### src/rtl/disp_timing_pkg.sv
package disp_timing_pkg;

    // Per-client interrupt enables; hblank sits in bit 0.
    typedef struct packed {
        logic on_match;
        logic on_vblank;
        logic on_hblank;
    } irq_en_t;

    localparam int STAT_HBLANK = 0;
    localparam int STAT_VBLANK = 1;
    localparam int STAT_COINC  = 2;
    localparam int STAT_BITS   = 3;

    // Timing events decoded from the counters, valid in the cycle before the edge they act on.
    typedef struct packed {
        logic hb_start;
        logic line_adv;
        logic vb_enter;
        logic vb_leave;
    } tim_evt_t;

    function automatic int width_of(input int count);
        return (count > 1) ? $clog2(count) : 1;
    endfunction

endpackage

### src/rtl/dt_dot_counter.sv
module dt_dot_counter
    import disp_timing_pkg::*;
#(
    parameter int CLKS_PER_DOT = 6,
    parameter int DRAW_DOTS    = 256,
    parameter int BLANK_DOTS   = 99,
    parameter int DOT_W        = 9
) (
    input  logic             clk,
    input  logic             rst,
    output logic [DOT_W-1:0] dot_q,
    output logic             hb_start,
    output logic             line_end
);
    localparam int TOTAL_DOTS = DRAW_DOTS + BLANK_DOTS;
    localparam int PH_W       = width_of(CLKS_PER_DOT);

    logic [PH_W-1:0] phase_q;
    logic            dot_tick;

    assign dot_tick = (phase_q == PH_W'(CLKS_PER_DOT - 1));
    assign hb_start = dot_tick && (dot_q == DOT_W'(DRAW_DOTS - 1));
    assign line_end = dot_tick && (dot_q == DOT_W'(TOTAL_DOTS - 1));

    always_ff @(posedge clk) begin
        if (rst) begin
            phase_q <= '0;
            dot_q   <= '0;
        end else if (dot_tick) begin
            phase_q <= '0;
            dot_q   <= line_end ? '0 : dot_q + 1'b1;
        end else begin
            phase_q <= phase_q + 1'b1;
        end
    end
endmodule

### src/rtl/dt_line_counter.sv
module dt_line_counter
    import disp_timing_pkg::*;
#(
    parameter int FRAME_LINES  = 263,
    parameter int ACTIVE_LINES = 192,
    parameter int LINE_W       = 9
) (
    input  logic              clk,
    input  logic              rst,
    input  logic              hb_start,
    input  logic              line_end,
    output logic [LINE_W-1:0] line_q,
    output logic [LINE_W-1:0] next_line,
    output tim_evt_t          evt
);
    localparam logic [LINE_W-1:0] LAST_LINE  = LINE_W'(FRAME_LINES - 1);
    localparam logic [LINE_W-1:0] VB_START   = LINE_W'(ACTIVE_LINES);

    assign next_line = (line_q == LAST_LINE) ? '0 : line_q + 1'b1;

    always_comb begin
        evt.hb_start = hb_start;
        evt.line_adv = line_end;
        evt.vb_enter = line_end && (next_line == VB_START);
        evt.vb_leave = line_end && (next_line == LAST_LINE);
    end

    always_ff @(posedge clk) begin
        if (rst) begin
            line_q <= '0;
        end else if (line_end) begin
            line_q <= next_line;
        end
    end
endmodule

### src/rtl/dt_frame_flags.sv
module dt_frame_flags
    import disp_timing_pkg::*;
(
    input  logic     clk,
    input  logic     rst,
    input  tim_evt_t evt,
    output logic     hblank_q,
    output logic     vblank_q,
    output logic     dma_h_q,
    output logic     dma_v_q,
    output logic     bank_q
);
    always_ff @(posedge clk) begin
        if (rst) begin
            hblank_q <= 1'b0;
            vblank_q <= 1'b0;
            dma_h_q  <= 1'b0;
            dma_v_q  <= 1'b0;
            bank_q   <= 1'b0;
        end else begin
            if (evt.hb_start) begin
                hblank_q <= 1'b1;
            end else if (evt.line_adv) begin
                hblank_q <= 1'b0;
            end

            if (evt.vb_enter) begin
                vblank_q <= 1'b1;
            end else if (evt.vb_leave) begin
                vblank_q <= 1'b0;
            end

            // Line-boundary updates never coincide with a blank start, so the old vblank is exact here.
            dma_h_q <= evt.hb_start && !vblank_q;
            dma_v_q <= evt.vb_enter;
            bank_q  <= bank_q ^ evt.vb_enter;
        end
    end
endmodule

### src/rtl/dt_client.sv
module dt_client
    import disp_timing_pkg::*;
#(
    parameter int LINE_W = 9
) (
    input  logic              clk,
    input  logic              rst,
    input  logic              we,
    input  logic [LINE_W-1:0] wr_match,
    input  irq_en_t           wr_en,
    input  logic              hb_start,
    input  logic              line_adv,
    input  logic              vb_enter,
    input  logic [LINE_W-1:0] next_line,
    output logic              coinc_q,
    output logic              irq_h_q,
    output logic              irq_v_q,
    output logic              irq_m_q
);
    logic [LINE_W-1:0] match_q;
    irq_en_t           en_q;
    logic              hit;

    assign hit = (next_line == match_q);

    always_ff @(posedge clk) begin
        if (rst) begin
            match_q <= '0;
            en_q    <= '0;
        end else if (we) begin
            match_q <= wr_match;
            en_q    <= wr_en;
        end
    end

    always_ff @(posedge clk) begin
        if (rst) begin
            coinc_q <= 1'b0;
            irq_h_q <= 1'b0;
            irq_v_q <= 1'b0;
            irq_m_q <= 1'b0;
        end else begin
            if (line_adv) begin
                coinc_q <= hit;
            end
            irq_h_q <= hb_start && en_q.on_hblank;
            irq_v_q <= vb_enter && en_q.on_vblank;
            irq_m_q <= line_adv && hit && en_q.on_match;
        end
    end
endmodule

### src/rtl/disp_timing_gen.sv
module disp_timing_gen
    import disp_timing_pkg::*;
#(
    parameter int CLKS_PER_DOT = 6,
    parameter int DRAW_DOTS    = 256,
    parameter int BLANK_DOTS   = 99,
    parameter int FRAME_LINES  = 263,
    parameter int ACTIVE_LINES = 192,
    parameter int NUM_CLIENTS  = 2,
    parameter int DOT_W        = $clog2(DRAW_DOTS + BLANK_DOTS),
    parameter int LINE_W       = $clog2(FRAME_LINES)
) (
    input  logic                            clk,
    input  logic                            rst,
    input  logic [NUM_CLIENTS-1:0]          cfg_we,
    input  logic [NUM_CLIENTS*LINE_W-1:0]   cfg_match,
    input  logic [NUM_CLIENTS*3-1:0]        cfg_irq_en,
    output logic [DOT_W-1:0]                dot_x,
    output logic [LINE_W-1:0]               line_y,
    output logic [NUM_CLIENTS*3-1:0]        stat_flags,
    output logic [NUM_CLIENTS-1:0]          irq_hblank,
    output logic [NUM_CLIENTS-1:0]          irq_vblank,
    output logic [NUM_CLIENTS-1:0]          irq_match,
    output logic                            dma_hblank_stb,
    output logic                            dma_vblank_stb,
    output logic                            fb_bank
);
    logic              hb_start;
    logic              line_end;
    logic [LINE_W-1:0] next_line;
    tim_evt_t          evt;
    logic              hblank;
    logic              vblank;

    dt_dot_counter #(
        .CLKS_PER_DOT (CLKS_PER_DOT),
        .DRAW_DOTS    (DRAW_DOTS),
        .BLANK_DOTS   (BLANK_DOTS),
        .DOT_W        (DOT_W)
    ) u_dot (
        .clk      (clk),
        .rst      (rst),
        .dot_q    (dot_x),
        .hb_start (hb_start),
        .line_end (line_end)
    );

    dt_line_counter #(
        .FRAME_LINES  (FRAME_LINES),
        .ACTIVE_LINES (ACTIVE_LINES),
        .LINE_W       (LINE_W)
    ) u_line (
        .clk       (clk),
        .rst       (rst),
        .hb_start  (hb_start),
        .line_end  (line_end),
        .line_q    (line_y),
        .next_line (next_line),
        .evt       (evt)
    );

    dt_frame_flags u_flags (
        .clk      (clk),
        .rst      (rst),
        .evt      (evt),
        .hblank_q (hblank),
        .vblank_q (vblank),
        .dma_h_q  (dma_hblank_stb),
        .dma_v_q  (dma_vblank_stb),
        .bank_q   (fb_bank)
    );

    for (genvar ci = 0; ci < NUM_CLIENTS; ci++) begin : g_client
        logic coinc;

        dt_client #(
            .LINE_W (LINE_W)
        ) u_client (
            .clk       (clk),
            .rst       (rst),
            .we        (cfg_we[ci]),
            .wr_match  (cfg_match[ci*LINE_W +: LINE_W]),
            .wr_en     (irq_en_t'(cfg_irq_en[ci*3 +: 3])),
            .hb_start  (evt.hb_start),
            .line_adv  (evt.line_adv),
            .vb_enter  (evt.vb_enter),
            .next_line (next_line),
            .coinc_q   (coinc),
            .irq_h_q   (irq_hblank[ci]),
            .irq_v_q   (irq_vblank[ci]),
            .irq_m_q   (irq_match[ci])
        );

        assign stat_flags[ci*STAT_BITS + STAT_HBLANK] = hblank;
        assign stat_flags[ci*STAT_BITS + STAT_VBLANK] = vblank;
        assign stat_flags[ci*STAT_BITS + STAT_COINC]  = coinc;
    end
endmodule

### config.mk
export PLATFORM = sky130hd
export DESIGN_NAME = disp_timing_gen
export DESIGN_NICKNAME = d
export VERILOG_FILES = /design/src/rtl/disp_timing_pkg.sv /design/src/rtl/dt_dot_counter.sv /design/src/rtl/dt_line_counter.sv /design/src/rtl/dt_frame_flags.sv /design/src/rtl/dt_client.sv /design/src/rtl/disp_timing_gen.sv
export SDC_FILE = /design/constraint.sdc
export NUM_CORES = 1
export LEC_CHECK = 0
export BUFFER_PORTS_ARGS = -buffer_cell sky130_fd_sc_hd__buf_4
export CAP_MARGIN = 20
export CORE_UTILIZATION = 35
export DETAILED_ROUTE_END_ITERATION = 6
export PLACE_DENSITY_LB_ADDON = 0.1
export SLEW_MARGIN = 20
export SYNTH_ARGS = -nofsm -noshare
export SYNTH_HDL_FRONTEND = slang
export SYNTH_SLANG_ARGS = --single-unit
### constraint.sdc
create_clock -name clk -period 7.25 [get_ports clk]
set_input_delay 1.45 -clock clk [delete_from_list [all_inputs] [get_ports clk]]
set_output_delay 1.45 -clock clk [all_outputs]
set_load 0.005 [all_outputs]
## Yosys cells after proc, flatten, opt, wreduce, memory -nomap -nowiden

Cells that the tools add are included.

- Bits in registers: 58
- Input bits: 28
- Output and inout port bits: 33
- Word-level logic and storage cells: 59

- $add $sub $neg: 3
- Eq/ne operators: 8
- Muxes and demuxes: 6
- Bitwise operators: 1
- Reductions and logical operators: 17

Operators with widths:

| cell | number |
|---|---|
| equality test 9 bit (second input constant) | 3 |
| adder 9 x 1 -> 9 bit (second input constant) | 2 |
| equality test 9 x 8 -> 1 bit (second input constant) | 2 |
| equality test 9 bit | 2 |
| two-way mux 9 bit | 2 |
| logical AND 1 bit | 13 |
| two-way mux 1 bit | 4 |
| nonzero test 2 bit | 2 |
| adder 3 x 1 -> 3 bit (second input constant) | 1 |
| equality test 3 bit (second input constant) | 1 |
| OR reduction 2 bit | 1 |
| zero test 1 bit | 1 |
| XOR 1 bit | 1 |

## Depth between registers and ports, before layout

- Word-level depth: 6
- Gate-level depth with buffers: 10
- Mapped depth without buffers: 8

## Modules after synthesis

From an unflattened synthesis, not the netlist that was laid out.

- Cell total of the unflattened synthesis: 322
- Area total of the unflattened synthesis: 2875.3 um^2

By module, submodules not included:

| module | times used | cells each | area an instance (um^2) | sequential area each (um^2) |
|---|---|---|---|---|
| dt_client | 2 | 64 | 634.4 | 320.3 |
| dt_line_counter | 1 | 103 | 788.3 | 180.2 |
| dt_dot_counter | 1 | 70 | 621.8 | 240.2 |
| dt_frame_flags | 1 | 15 | 151.4 | 100.1 |
| disp_timing_gen | 1 | 6 | 45.0 | 0.0 |

## Least setup slack after synthesis

Ideal clock, no wire load.

- Path type: input to register
- From: in rst
- To: reg g_client[1].u_client.irq_m_q
- Library setup time: 78 ps
- Arrival: 2520 ps
- Data required time: 7172 ps
- Path slack: 4652 ps
- Stages: 5
- Path buffers: 1
- Cell sequence: clkbuf_1 > nor2_1 > o21ai_0 > or4_1 > nor3_1

RTL lines:

| element | line | source |
|---|---|---|
| start: declaration | disp_timing_gen.sv:14 | `input logic rst,` |
| end signal: assignment | dt_client.sv:48 | `irq_m_q <= line_adv && hit && en_q.on_match;` |
| end: declaration | dt_client.sv:18 | `output logic irq_m_q` |

## Final worst setup path

- From: reg u_line.line_q[0]
- To: reg g_client[0].u_client.irq_m_q

- Longest elaborated chain between the ends: 5
- Elaborated cells on any way between the ends: 6
- Those cells by class: add/sub: 1; eq/ne: 2; mux: 1; reduce/logical: 2

Ends and longest elaborated chain:

| element | line | source |
|---|---|---|
| start: declaration | dt_line_counter.sv:12 | `output logic [LINE_W-1:0] line_q,` |
| start signal: assignment | dt_line_counter.sv:32 | `line_q <= next_line;` |
| adder 9 x 1 -> 9 bit / equality test 9 bit (equally long branches) | dt_line_counter.sv:19 | `assign next_line = (line_q == LAST_LINE) ? '0 : line_q + 1'b1;` |
| two-way mux 9 bit * | dt_line_counter.sv:19 |  |
| equality test 9 bit * | dt_client.sv:24 | `assign hit = (next_line == match_q);` |
| logical AND 1 bit * (2 in a row) | dt_client.sv:48 |  |
| end signal: assignment | dt_client.sv:48 |  |
| end: declaration | dt_client.sv:18 |  |

Every way passes the cells marked *; elsewhere a longest branch is shown, timed or not.
A chain may end at the register's enable or synchronous reset.

==> results.md <==
- CTS root buffer: clkbuf_8
- Hold-fix buffers, CTS: 0
- RSZ-0062 raised after global routing: no
- Hold path startpoint: g_client[1].u_client.en_q[2]$_SDFFE_PP0P_
- TritonCTS Sinks: 58
- Commonest cells after routing, fill and taps aside: 60 x buf_4, 58 x dfxtp_1, 51 x nor2_1
- Xor/xnor share of the synthesized area: 0.0836
- Power density cells: 205 nW/µm²
- Slew HR: 0.522
- Die width: 94.7 µm
- Arrival time worst endpoint: 3.25 ns
- DP Area: 3420 µm²
- DRT iter0 DRCs: 79
- Post-Route WL: 7180 µm
- Clk buf depth: 2
- Reg2reg path depth: 7
- Cells on Worst Hold Path: 2
- Vias post-DR: between 2,000 and 3,000
- # setup viols final: 0
- Peak per-stage delay on the critical path: 0.59 ns
- Post-synthesis register bit count: 58
- Reg-to-Reg Start: u_line.line_q[0]$_SDFFE_PP0P_
- Final-report max-slew violation count: 0
- Drt wl/cell: 14.6 µm
- WS Path Type: flop to flop
- GP Congestion: 0.825
- CTS tree: built
- Latest clock arrival within the worst-skew pair: between 0.3 and 0.4 ns
- Post-synthesis instance area: 3010 µm²
- Initial Util: 0.364
- H-Tree Level Count: 3
- Total chip power: 748 µW
- Leak Pwr: 1.53 nW
- Required time worst endpoint: 7.54 ns
- Syn nets: 377
- Mux contribution to synthesized area: 0.0898
- CORE AREA: 8260 µm²
- Crit share post-route: 0.409
- Final worst slack: 4.29 ns
- Setup crit start kind: flop
- CP max stage cell: dfxtp_1
- TritonCTS Buffers: 9
- Final hold violation count: 0
- Antenna-violating nets left: 0
- CP endpoint kind: flop
- Sequential area share after synthesis: 0.386
- Delay-heaviest family, CP: compound AO/OA/AOI/OAI gates
- CTS resizes: 0
- Class of the worst hold path: flop to flop
- Vias in the first global route: 2,216
- Finished Cell Area: roughly 3700 µm²
- Worst Path Buf+Inv: 0
- Post-synth EDFFs: 0
- Antenna cells: 0
- Fillers: 851
- Slack of the worst reg-to-reg path: approximately 4.3 ns
- Most common flop cell mapped by yosys: dfxtp_1
- Ratio of cells with drive above 1 in the final layout: 0.212
- Post-CTS setup buffer count: 0
- Max VDD drop: 0.0938 mV
- Die height: between 90 and 100 µm
- Hold endpoint: g_client[1].u_client.irq_m_q$_SDFF_PP0_
- First-pass GRT wire length: between 10,000 and 15,000 µm
- Synth Area in Simple Gates: 0.234
- First-pass iteration count of the detailed router: 4
- Status: finished clean
- Mapped Avg Cell Area: 8.80 µm²
- Main combinational cell family by area after synthesis: simple AND/OR/NAND/NOR gates
- Via/cell ratio: 5.09
- Setup Skew: about 0.013 ns
- Grt ovf: 0
- FMAX: 337 MHz
- CP Cell Sequence: ha_1, xnor2_1, a22oi_1, o32a_1, a2111o_1, nor4_1, and2_1
- Least-Margin Pin Slew: 0.711 ns
- Setup TNS: 0 ns
- Post-Syn Instances: 342
- Worst slack, placed: 4.33 ns
- Die footprint: roughly 9000 µm²
- Nets: about 420
- # DRC: 0
- Critical path peak fanout: 13
- Row Count: 33
- Global-route usage over all layers: 0.172
- Fraction of the mapped netlist area in adder cells: 0.0291
- Post-detail-place hpwl: 5210 µm
- Most common cell after layout, fill and taps aside: buf_4
- Initial antenna violation count: 0
- Ys async rst share: 0
- Max Cap Violations: 0
- Largest net degree at the start of global routing: 47
- Synthesis-to-finish area growth: 21.5%
- Crit path from: u_line.line_q[0]$_SDFFE_PP0P_
- Ports: 61
- Port Buffers: 60
- R2r endpoint: g_client[0].u_client.irq_m_q$_SDFF_PP0_
- Synth warn: 0
- Worst-path clk slew: 0.07 ns
- Synth unique cells: 56
- Final Critical Period: 2.96 ns
- Complex-gate fraction of the synthesized area: 0.107
[cells by family (layout without fill, tap and decap cells)]
| logic type | count (synthesis) | count (layout) |
|---|---|---|
| buffers and inverters | 41 | 86 |
| AND/OR/NAND/NOR | 137 | 137 |
| XOR/XNOR | 24 | 24 |
| flip-flops | 58 | 58 |
| adder cells (fa/ha/maj) | 7 | 7 |
| AO/OA/AOI/OAI | 48 | 48 |
| multiplexers | 27 | 27 |
[routing by layer]
layer	GRT usage	share of wire
met1	0.234	0.49
met2	0.258	0.45
met3	0.0395	0.042
met4	0.0758	0.018
met5	0	0
[worst register-to-register path, stage by stage (launching register included)]
cell      delay [ns]
dfxtp_1         0.59
ha_1            0.47
xnor2_1         0.25
a22oi_1         0.12
o32a_1          0.32
a2111o_1        0.40
nor4_1          0.55
and2_1          0.22
[worst max-delay path by stage]
stage / endpoint / slack (ns) / cells after the start
after floorplan: g_client[1].u_client.irq_m_q$_SDFF_PP0_ / 4.65 / 5
after global placement: g_client[0].u_client.irq_m_q$_SDFF_PP0_ / 4.32 / 5
after detailed placement: g_client[0].u_client.irq_m_q$_SDFF_PP0_ / 4.33 / 5
after CTS: g_client[0].u_client.irq_m_q$_SDFF_PP0_ / 4.31 / 7
after global routing: g_client[0].u_client.irq_m_q$_SDFF_PP0_ / 3.98 / 7
final: g_client[0].u_client.irq_m_q$_SDFF_PP0_ / 4.29 / 7
[synthesized netlist by cell type, drive strengths merged, types with 3 or more instances]
cell type,instances,share of area
nand2,23,0.029
inv,10,0.012
a21oi,16,0.027
nand4,8,0.019
nor4,4,0.015
a31oi,3,0.0062
nor2b,4,0.0083
nand3,6,0.012
dfxtp,58,0.39
or3,5,0.010
buf,20,0.044
and2,9,0.019
ha,7,0.029
clkbuf,11,0.014
xnor2,10,0.029
and3,3,0.0062
o21ai,7,0.012
xor2,11,0.032
or4,3,0.0087
xnor3,3,0.022
nor3,14,0.023
nor2,52,0.066
mux2i,27,0.090
[sequential cells by signal, summed over array words and instances (netlist names), 2 cells and up]
name / flops
g_client.u_client.match_q: 18
u_dot.dot_q: 9
g_client.u_client.en_q: 6
g_client.u_client.irq_h_q: 2
g_client.u_client.coinc_q: 2
u_line.line_q: 9
g_client.u_client.irq_v_q: 2
u_dot.phase_q: 3
g_client.u_client.irq_m_q: 2
[where the power goes]
part / total, mW / leakage (nW) / internal [mW] / switching (mW)
logic: 0.0472 / 0.930 / 0.0262 / 0.0209
clock network: 0.364 / 0.123 / 0.228 / 0.136
registers: 0.337 / 0.473 / 0.328 / 0.00878
[metrics by stage]
stage,hold slack (ns),util,instances
6_report,0.455,0.443,492
5_1_grt,0.486,0.443,492
4_1_cts,0.457,0.443,492
3_5_place_dp,0.440,0.414,476
3_3_place_gp,0.435,0.414,476
2_1_floorplan,0.415,-,342
[layout make-up]
cell class	instances	area, µm²	area share
repair buffers	60	450	0.123
flip-flops and latches	58	1160	0.317
inverters	10	37.5	0.0103
well taps	105	131	0.0359
clock buffers	9	124	0.0339
clock inverters	7	118	0.0322
multi-input cells	243	1640	0.447
No activity file was read; power rests on OpenSTA's default activity.
